`config.mk`:
```
export PLATFORM = sky130hd
export DESIGN_NAME = lane_burst_seq
export DESIGN_NICKNAME = d
export VERILOG_FILES = /design/src/rtl/lane_seq_pkg.sv /design/src/rtl/dwell_timer.sv /design/src/rtl/hs_byte_sel.sv /design/src/rtl/lane_burst_seq.sv
export SDC_FILE = /design/constraint.sdc
export NUM_CORES = 1
export LEC_CHECK = 0
export BUFFER_PORTS_ARGS = -buffer_cell sky130_fd_sc_hd__buf_2
export CAP_MARGIN = 0
export CORE_ASPECT_RATIO = 1.1
export CORE_UTILIZATION = 35
export DETAILED_ROUTE_END_ITERATION = 10
export PLACE_DENSITY = 0.56
export SYNTH_ARGS = -nofsm -noshare
export SYNTH_HDL_FRONTEND = slang
export SYNTH_SLANG_ARGS = --single-unit
```
`constraint.sdc`:
```
create_clock -name clk -period 4.01 [get_ports clk]
set_input_delay 0.802 -clock clk [delete_from_list [all_inputs] [get_ports clk]]
set_output_delay 0.802 -clock clk [all_outputs]
set_load 0.02 [all_outputs]
```
`src/rtl/lane_seq_pkg.sv`:
```
package lane_seq_pkg;
  localparam int BYTE_W = 8;
  localparam logic [BYTE_W-1:0] SYNC_BYTE   = 8'hB8;
  localparam logic [BYTE_W-1:0] DESKEW_BYTE = 8'hBC;

  typedef enum logic [3:0] {
    ST_IDLE, ST_STOP, ST_LP01, ST_LP00, ST_ZERO,
    ST_DESKEW, ST_SYNC, ST_PAYLOAD, ST_TRAIL
  } lane_st_t;
endpackage

```
`src/rtl/dwell_timer.sv`:
```
module dwell_timer #(
  parameter int CW = 8
) (
  input  logic          clk,
  input  logic          rst_n,
  input  logic          load,
  input  logic [CW-1:0] load_val,
  output logic          done
);
  logic [CW-1:0] rem_q;

  always_ff @(posedge clk or negedge rst_n) begin
    if (!rst_n)
      rem_q <= '0;
    else if (load)
      rem_q <= (load_val == '0) ? '0 : load_val - 1'b1;
    else if (rem_q != '0)
      rem_q <= rem_q - 1'b1;
  end

  assign done = (rem_q == '0);


  zero_count_one_cycle_chk: assert property (@(posedge clk) disable iff (!rst_n)
    (load && load_val <= 1) |=> done);
endmodule

```
`src/rtl/hs_byte_sel.sv`:
```
module hs_byte_sel
  import lane_seq_pkg::*;
(
  input  lane_st_t          st,
  input  logic              in_valid,
  input  logic [BYTE_W-1:0] in_data,
  input  logic [BYTE_W-1:0] prev_byte,
  output logic [BYTE_W-1:0] out_byte
);
  always_comb begin
    unique case (st)
      ST_DESKEW:  out_byte = DESKEW_BYTE;
      ST_SYNC:    out_byte = SYNC_BYTE;
      ST_PAYLOAD: out_byte = in_valid ? in_data : prev_byte;
      ST_TRAIL:   out_byte = {BYTE_W{~prev_byte[BYTE_W-1]}};
      default:    out_byte = '0;
    endcase
  end
endmodule

```
`src/rtl/lane_burst_seq.sv`:
```
module lane_burst_seq
  import lane_seq_pkg::*;
#(
  parameter int CW       = 8,
  parameter int LP11_CYC = 8
) (
  input  logic              clk,
  input  logic              rst_n,
  input  logic              burst_req,
  input  logic              deskew_en,
  input  logic [CW-1:0]     cnt_lp01,
  input  logic [CW-1:0]     cnt_lp00,
  input  logic [CW-1:0]     cnt_hszero,
  input  logic [CW-1:0]     cnt_deskew,
  input  logic [CW-1:0]     cnt_trail,
  input  logic              pl_valid,
  input  logic [BYTE_W-1:0] pl_data,
  input  logic              pl_last,
  output logic              pl_ready,
  output logic              lp_pos,
  output logic              lp_neg,
  output logic              hs_en,
  output logic [BYTE_W-1:0] hs_byte,
  output logic              busy
);
  localparam logic [CW-1:0] STOP_DWELL = CW'(LP11_CYC);

  lane_st_t          st_q, st_d;
  logic              tmr_ld, tmr_done, dsk_q, take;
  logic [CW-1:0]     tmr_val;
  logic [BYTE_W-1:0] prev_q;

  assign take = (st_q == ST_PAYLOAD) && pl_valid;

  dwell_timer #(.CW(CW)) u_tmr (
    .clk(clk), .rst_n(rst_n), .load(tmr_ld), .load_val(tmr_val), .done(tmr_done)
  );

  always_comb begin
    st_d    = st_q;
    tmr_ld  = 1'b0;
    tmr_val = '0;
    unique case (st_q)
      ST_IDLE:   if (burst_req) begin st_d = ST_STOP; tmr_ld = 1'b1; tmr_val = STOP_DWELL; end
      ST_STOP:   if (tmr_done) begin st_d = ST_LP01; tmr_ld = 1'b1; tmr_val = cnt_lp01; end
      ST_LP01:   if (tmr_done) begin st_d = ST_LP00; tmr_ld = 1'b1; tmr_val = cnt_lp00; end
      ST_LP00:   if (tmr_done) begin st_d = ST_ZERO; tmr_ld = 1'b1; tmr_val = cnt_hszero; end
      ST_ZERO:
        if (tmr_done) begin
          if (dsk_q) begin st_d = ST_DESKEW; tmr_ld = 1'b1; tmr_val = cnt_deskew; end
          else st_d = ST_SYNC;
        end
      ST_DESKEW: if (tmr_done) st_d = ST_SYNC;
      ST_SYNC:   st_d = ST_PAYLOAD;
      ST_PAYLOAD: if (take && pl_last) begin st_d = ST_TRAIL; tmr_ld = 1'b1; tmr_val = cnt_trail; end
      ST_TRAIL:  if (tmr_done) st_d = ST_IDLE;
      default:   st_d = ST_IDLE;
    endcase
  end

  always_ff @(posedge clk or negedge rst_n) begin
    if (!rst_n) begin
      st_q   <= ST_IDLE;
      dsk_q  <= 1'b0;
      prev_q <= '0;
    end else begin
      st_q <= st_d;
      if (st_q == ST_IDLE && burst_req) dsk_q <= deskew_en;
      if (st_q == ST_SYNC) prev_q <= SYNC_BYTE;
      else if (take) prev_q <= pl_data;
    end
  end

  hs_byte_sel u_sel (
    .st(st_q), .in_valid(pl_valid), .in_data(pl_data), .prev_byte(prev_q), .out_byte(hs_byte)
  );

  assign busy     = (st_q != ST_IDLE);
  assign pl_ready = (st_q == ST_PAYLOAD);
  assign lp_pos   = (st_q == ST_IDLE) || (st_q == ST_STOP);
  assign lp_neg   = (st_q == ST_IDLE) || (st_q == ST_STOP) || (st_q == ST_LP01);
  assign hs_en    = (st_q == ST_ZERO) || (st_q == ST_DESKEW) || (st_q == ST_SYNC) ||
                    (st_q == ST_PAYLOAD) || (st_q == ST_TRAIL);


  ladder_leave_stop_chk: assert property (@(posedge clk) disable iff (!rst_n)
    $fell(lp_pos) |-> lp_neg);

  hs_from_lp00_chk: assert property (@(posedge clk) disable iff (!rst_n)
    $rose(hs_en) |-> ($past(!lp_pos && !lp_neg) && hs_byte == '0));

  sync_before_payload_chk: assert property (@(posedge clk) disable iff (!rst_n)
    $rose(pl_ready) |-> ($past(hs_byte) == SYNC_BYTE && $past(hs_en)));

  ready_only_in_hs_chk: assert property (@(posedge clk) disable iff (!rst_n)
    pl_ready |-> (hs_en && busy && !lp_pos && !lp_neg));

  idle_on_stop_level_chk: assert property (@(posedge clk) disable iff (!rst_n)
    $fell(busy) |-> (lp_pos && lp_neg && !hs_en));

  no_restart_chk: assert property (@(posedge clk) disable iff (!rst_n)
    (busy && !(lp_pos && lp_neg)) |=> !(lp_pos && lp_neg && busy));
endmodule

```
==> results.md, run 1 <==
- CP Max Fanout: 13
- Switching power: 771 µW
- Yosys reg bits: 21
- Hpwl dp: 4.37 mm
- Sequential area share after synthesis: 27.2%
- Post-synth ARST share: 100%
- Final Cell Area: 0.00237 mm²
- GRT Resource Usage Total: 19.8%
- Synthesized Nets: 301
- Initial DRC count: 86
- Worst Setup SP: st_q[1]$_DFFE_PN0P_
- Routed len/inst: 14.6 µm
- Synth warnings: 0
- Final setup margin: 0.932 ns
- RD Place Congestion: 0.875
- Row cnt: 28
- Dpl cell area: 0.00232 mm²
- Most frequent cells in the layout: 66 x buf_2, 42 x nand2_1, 21 x dfrtp_1
- DR pass1 iterations: 7
- CTS hold repair buffers: 0
- Postcts setup bufs: 0
- Final Max Tran Viols: 0
- Largest net degree at the start of global routing: 26
- Adder-Cell Fraction of Synth Area: 2.59%
- Worst setup SP type: flip-flop
- First-pass GRT wire length: 8.98 mm
- Commonest non-fill, non-tap cell in the layout: buf_2
- Clock transition at the registers of the reported paths: 0.08 ns
- Crit path capture: hs_byte[7]
- Internal power: 805 µW
- Worst slew pin tran: 0.800 ns
- WP data arrival: 2.28 ns
- Required time worst endpoint: 3.21 ns
- Clock buffer depth: 2
- Worst r2r dst: u_tmr.rem_q[7]$_DFFE_PN0P_
- Die width: 72.9 µm
- Routed WL: 5.53 mm
- Pre-CTS WS: 0.975 ns
- CP peak stage delay: 0.56 ns
- Crit. End Element: primary output
- Fin nets: 362
- H-tree depth: 1
- Fillers: 545
- Post-Synth Simple-Gate Area: 26.8%
- Switch share: 48.9%
- Power Density: 665 mW/mm²
- Core Footprint: 0.00536 mm²
- Max-Cap Viols: 0
- Mux contribution to synthesized area: 8.80%
- Vias per inst: 5.29
- Die area: 0.00582 mm²
- Pleak: 1.16 nW
- Clk_skew: 0.00321 ns
- Outcome: complete, but fails checks
- Diodes inserted: 0
- Syn Area/Cell: 7.96 µm²
- Ratio of cells with drive above 1 in the final layout: 29.7%
- Slew headroom: 46.6%
- Crit-path slowest cell: dfrtp_1
- Gates resized, CTS repair: 0
- Synth Area in Compound Gates: 25.3%
- Vert. Die Dim: 79.9 µm
- TritonCTS clock tree: yes
- Achievable Freq: 0.325 GHz
- P&R area growth vs syn: 22.6%
- Clk_lat worst skew: 0.26 ns
- Number of synthesized flops with an enable pin: 0
- Syn Inst Count: 243
- Initial antenna violation count: 0
- Reg power frac: 26.9%
- Final Hold Violating Endpoints: 0
- Fin crit period: 3.08 ns
- Synth Flop Type: dfrtp_1
- Vias in the first global route: 1880
- Peak supply drop: 0.393 mV
- Synth Cell Area: 0.00193 mm²
- Initial Util: 36.1%
- RSZ-0062 raised after global routing: false
- Routed via count: 2001
- Failing checks: DRC
- Antenna Violating Nets Remaining: 0
- Worst-path cell chain: buf_4 -> nor3_1 -> nand2_1 -> or2_2 -> a21boi_0 -> o21ai_0 -> buf_2
- Root Buffer: clkbuf_8
- Top Ports: 67
- Finish-stage setup viols: 0
- Clock share of power: 8.8%
- GR Overflow Total: 0
- # clock sinks: 21
- Worst r2r path cells: 9
- Hold Path Class: in2async
- Power, Total: 1.58 mW
- Yosys cell types: 51
- TritonCTS Buffers: 3
- Combinational share of power: 64.3%
- Reg2reg setup slack: 0.95 ns
- PortBufs: 66
- Period utilization: 76.7%
- Setup CP Type: reg2out
- XOR/XNOR share of the synthesized area: 4.08%
- Main combinational cell family by area after synthesis: simple AND/OR/NAND/NOR gates
- RR Startpoint: u_tmr.rem_q[0]$_DFFE_PN0P_
- DRC Markers: 1
- Fin Setup TNS: 0 ns
power by group through the flow:
stage                     Combinational [mW]  Clock [mW]  Sequential (mW)
final                                   1.01       0.139            0.424
after global routing                    1.13       0.152            0.443
after CTS                               1.01       0.146            0.421
after detailed placement                1.01           0            0.424
after global placement                  1.01           0            0.425
after floorplan                        0.797           0            0.381
per-stage QoR:
stage / std cells / hold slack, ns / utilization [%]
floorplan: 243 / 0.463 / -
global placement: 374 / 0.484 / 43.3
detailed placement: 374 / 0.486 / 43.3
CTS: 378 / 0.506 / 44.2
global route: 378 / 0.518 / 44.2
finish: 378 / 0.498 / 44.2
routing by layer:
layer | wire [µm] | global-route usage, % | up-vias
met5 | 0 | 0 | -
met4 | 95 | 6.47 | 0
met3 | 103 | 3.28 | 8
met2 | 2700 | 32.6 | 26
met1 | 2630 | 26.1 | 942
li1 | - | - | 1025
worst min-delay path by stage:
stage                                from                          to  slack (ns)
floorplan           prev_q[3]$_DFFE_PN0P_       prev_q[3]$_DFFE_PN0P_        0.46
CTS                 prev_q[4]$_DFFE_PN0P_       prev_q[4]$_DFFE_PN0P_        0.51
global route        prev_q[4]$_DFFE_PN0P_       prev_q[4]$_DFFE_PN0P_        0.52
finish                              rst_n  u_tmr.rem_q[3]$_DFFE_PN0P_        0.50
global placement    prev_q[4]$_DFFE_PN0P_       prev_q[4]$_DFFE_PN0P_        0.48
detailed placement  prev_q[4]$_DFFE_PN0P_       prev_q[4]$_DFFE_PN0P_        0.49
registers in the layout, summed over array words and instances, names as in the netlist:
| signal | count |
|---|---|
| prev_q | 8 |
| st_q | 4 |
| dsk_q | 1 |
| u_tmr.rem_q | 8 |
Yosys cell counts, types with 2 or more instances:
cell type	count	area [µm²]
and2_1	3	18.8
nor3_1	12	60.1
dfrtp_1	21	526
nor2_1	9	33.8
o21a_1	3	22.5
a21o_1	2	15.0
xnor2_1	5	43.8
or3_1	2	12.5
a311oi_1	2	17.5
a22oi_1	2	15.0
nand2_1	42	158
o211ai_1	2	15.0
nor2b_1	2	12.5
o22ai_1	4	25.0
and3_1	2	12.5
o31ai_1	3	22.5
a22o_1	8	70.1
buf_2	3	15.0
a221oi_1	6	52.6
nand4_1	3	18.8
nand3_1	8	40.0
o21ai_0	15	75.1
mux2i_1	8	80.1
a21oi_1	10	50.1
or4_1	2	15.0
xor2_1	4	35.0
inv_1	10	37.5
nor3b_1	2	15.0
nor4_1	5	31.3
clkbuf_1	10	37.5
a21boi_0	3	22.5
ha_1	4	50.1
mux2_2	7	78.8
or3b_2	2	17.5
cells by family (layout without fill, tap and decap cells):
family                     Yosys count  count (layout)
and+or+nand+nor                    101             101
buffers and inverters               24              84
muxes                               16              16
adders and majority gates            4               4
AOI/OAI and AO/OA                   68              68
DFF                                 21              21
xor gates and xnor gates             9               9
cell type report:
type,instances,area (µm²),share of cell area [%]
clock buffer,3,41.3,1.74
clock inverter,1,5.00,0.211
inverter,10,37.5,1.58
multi-input combinational,198,1310,55.1
sequential,21,526,22.2
tap,75,93.8,3.96
timing repair buffer,70,360,15.2
critical path, delay by kind of cell (launching register included):
| kind | cells | cell delay, ns |
|---|---|---|
| AOI/OAI and AO/OA | 2 | 0.30 |
| buffers and inverters | 2 | 0.48 |
| and+or+nand+nor | 3 | 0.68 |
| DFF | 1 | 0.56 |
Power figures use the tool's default switching activity.
==> run 2: changes to the inputs <==
--- a/config.mk
+++ b/config.mk
@@ -10,7 +10,7 @@
 export CORE_ASPECT_RATIO = 1.1
 export CORE_UTILIZATION = 35
 export DETAILED_ROUTE_END_ITERATION = 10
-export PLACE_DENSITY = 0.56
+export PLACE_DENSITY = 0.59
 export SYNTH_ARGS = -nofsm -noshare
 export SYNTH_HDL_FRONTEND = slang
 export SYNTH_SLANG_ARGS = --single-unit
==> constraint.sdc (replaced) <==
create_clock -name clk -period 2.5 [get_ports clk]
set_input_delay 0.5 -clock clk [delete_from_list [all_inputs] [get_ports clk]]
set_output_delay 0.5 -clock clk [all_outputs]
set_load 0.02 [all_outputs]
==> run 2 against run 1 <==
Compared with the run above: the flow now finishes without violations; via count rose by 13%; critical path depth rose by 1; core utilization rose by 8.6 points; critical path type is now reg2reg; critical endpoint is now u_tmr.rem_q[7]$_DFFE_PN0P_; highest routed layer unchanged.
==> results.md, run 2 (synthesis results as in run 1) <==
- H-tree depth: 1 (unchanged)
- Final hold slack: 0.201 ns (was 0.498 ns)
- TritonCTS clock tree: yes (unchanged)
- Crit. End Element: flip-flop (was primary output)
- WP data arrival: 2.66 ns (was 2.28 ns)
- Placed insts: 408 (was 374)
- Root Buffer: clkbuf_8 (unchanged)
- Vias per inst: 5.39 (was 5.29)
- Clock transition at the registers of the reported paths: 0.08 ns (about the same)
- First-pass GRT wire length: 9.78 mm (was 8.98 mm)
- Outcome: completed (was complete, but fails checks)
- Vias in the first global route: 2120 (was 1880)
- Diodes inserted: 0 (unchanged)
- Slew headroom: 63.5% (was 46.6%)
- Hpwl dp: 4.87 mm (was 4.37 mm)
- Ratio of cells with drive above 1 in the final layout: 43.7% (was 29.7%)
- Achievable Freq: 0.404 GHz
- DRC Markers: 0 (was 1)
- Initial DRC count: 85 (was 86)
- Fin nets: 402 (was 362)
- Final Hold Violating Endpoints: 0 (unchanged)
- TritonCTS Buffers: 3 (unchanged)
- Antenna Violating Nets Remaining: 0 (unchanged)
- Largest net degree at the start of global routing: 22 (was 26)
- RD Place Congestion: 0.869 (was 0.875)
- GR Overflow Total: 0 (unchanged)
- Vert. Die Dim: 79.9 µm (unchanged)
- Fin crit period: 2.47 ns
- Initial antenna violation count: 0 (unchanged)
- Period utilization: 99.0%
- Top Registers: prev_q x8, u_tmr.rem_q x8, st_q x4 (unchanged)
- Setup CP Type: reg2reg (was reg2out)
- Reg2reg setup slack: 0.03 ns (was 0.95 ns)
- Final Max Tran Viols: 0 (unchanged)
- Row cnt: 28 (unchanged)
- DR pass1 iterations: 5 (was 7)
- Top Ports: 67 (unchanged)
- Commonest non-fill, non-tap cell in the layout: buf_2 (unchanged)
- CTS hold repair buffers: 0 (unchanged)
- Hold Path Class: in2async (unchanged)
- Final Cell Area: 0.00283 mm² (was 0.00237 mm²)
- Clock buffer depth: 2 (unchanged)
- GRT Resource Usage Total: 21.7% (was 19.8%)
- CP Max Fanout: 9 (was 13)
- Routed WL: 6.17 mm (was 5.53 mm)
- Most frequent cells in the layout: 65 x buf_2, 43 x buf_4, 41 x nand2_1 (was 66 x buf_2, 42 x nand2_1, 21 x dfrtp_1)
- # clock sinks: 21 (unchanged)
- Routed via count: 2255 (was 2001)
- Pleak: 1.38 nW (was 1.16 nW)
- P&R area growth vs syn: 46.3% (was 22.6%)
- Max-Cap Viols: 0 (unchanged)
- PortBufs: 66 (unchanged)
- Die area: 0.00582 mm² (unchanged)
- Required time worst endpoint: 2.69 ns (was 3.21 ns)
- Worst setup SP type: flip-flop (unchanged)
- Routed len/inst: 14.7 µm (was 14.6 µm)
- Power, Total: 3.05 mW (was 1.58 mW)
- Core Footprint: 0.00536 mm² (unchanged)
- Fin cells: 418 (was 378)
- Peak supply drop: 0.634 mV (was 0.393 mV)
- Dpl cell area: 0.00262 mm² (was 0.00232 mm²)
- Worst slew pin tran: 0.546 ns (was 0.800 ns)
- Initial Util: 36.1% (unchanged)
- Clk_lat worst skew: 0.26 ns (about the same)
- Power Density: 1080 mW/mm² (was 665 mW/mm²)
- RSZ-0062 raised after global routing: true (was false)
- Die width: 72.9 µm (unchanged)
- Clk_skew: 0.00126 ns (was 0.00321 ns)
- Finish-stage setup viols: 0 (unchanged)
[run 2: cell types whose count changed in the layout (fill, tap and decap cells not counted), sizes merged]
cell and delta:
clkbuf +1, clkinv -1, buf +40
[run 2: timing repair]
item,4_1_cts,5_1_grt
setup buffers,2,4
gates resized for setup,5,18
endpoints found under the setup margin,10,14
endpoints found under the hold margin,0,0
pin swaps,0,4
[run 2: worst max-delay path, cell delays in order, from the launching register on]
cell and delay, ns:
dfrtp_2 0.47, or4b_4 0.54, nor4_4 0.26, buf_4 0.19, a221oi_4 0.08, ha_2 0.20
nand3b_1 0.16, or4_4 0.43, o211ai_2 0.07
[run 2: final timing paths]
path                            cells after the start                         end                  start
worst max-delay path                                8  u_tmr.rem_q[7]$_DFFE_PN0P_    st_q[1]$_DFFE_PN0P_
worst min-delay path                                1  u_tmr.rem_q[0]$_DFFE_PN0P_                  rst_n
worst max register to register                      8  u_tmr.rem_q[7]$_DFFE_PN0P_    st_q[1]$_DFFE_PN0P_
worst min register to register                      2       prev_q[3]$_DFFE_PN0P_  prev_q[3]$_DFFE_PN0P_
max in group asynchronous                           1         st_q[1]$_DFFE_PN0P_                  rst_n
min in group clk                                    3           dsk_q$_DFFE_PN0P_              deskew_en
[run 2: per-stage QoR]
stage	setup TNS (ns)	setup WS, ns	util, %
floorplan	-0.119	-0.119	-
global placement	-0.0184	-0.0143	48.8
detailed placement	-0.112	-0.0686	48.8
CTS	-0.00821	-0.00821	50.3
global route	-0.0988	-0.0485	52.8
finish	0	0.0261	52.8
[run 2: per-layer routing]
layer	vias to the layer above	part of all wire [%]	GRT usage [%]	routed length [µm]
met5	-	0	0	0
met4	0	1.2	5.29	73
li1	1105	-	-	-
met2	56	51	36.9	3120
met3	12	3.7	3.66	227
met1	1082	45	28.2	2750
[run 2: cell type report]
| cell class | count | area (µm²) |
|---|---|---|
| multi-input cells | 198 | 1460 |
| inverters | 10 | 37.5 |
| repair buffers | 110 | 671 |
| well taps | 75 | 93.8 |
| clock buffers | 4 | 45.0 |
| fillers | 511 | 2530 |
| flip-flops and latches | 21 | 527 |
[run 2: report_power, final]
group	switching, mW	leakage (nW)	internal [mW]	total (mW)
Combinational	1.17	1.10	1.02	2.19
Sequential	0.127	0.254	0.503	0.631
Clock	0.116	0.0228	0.114	0.230
Total	1.41	1.38	1.64	3.05
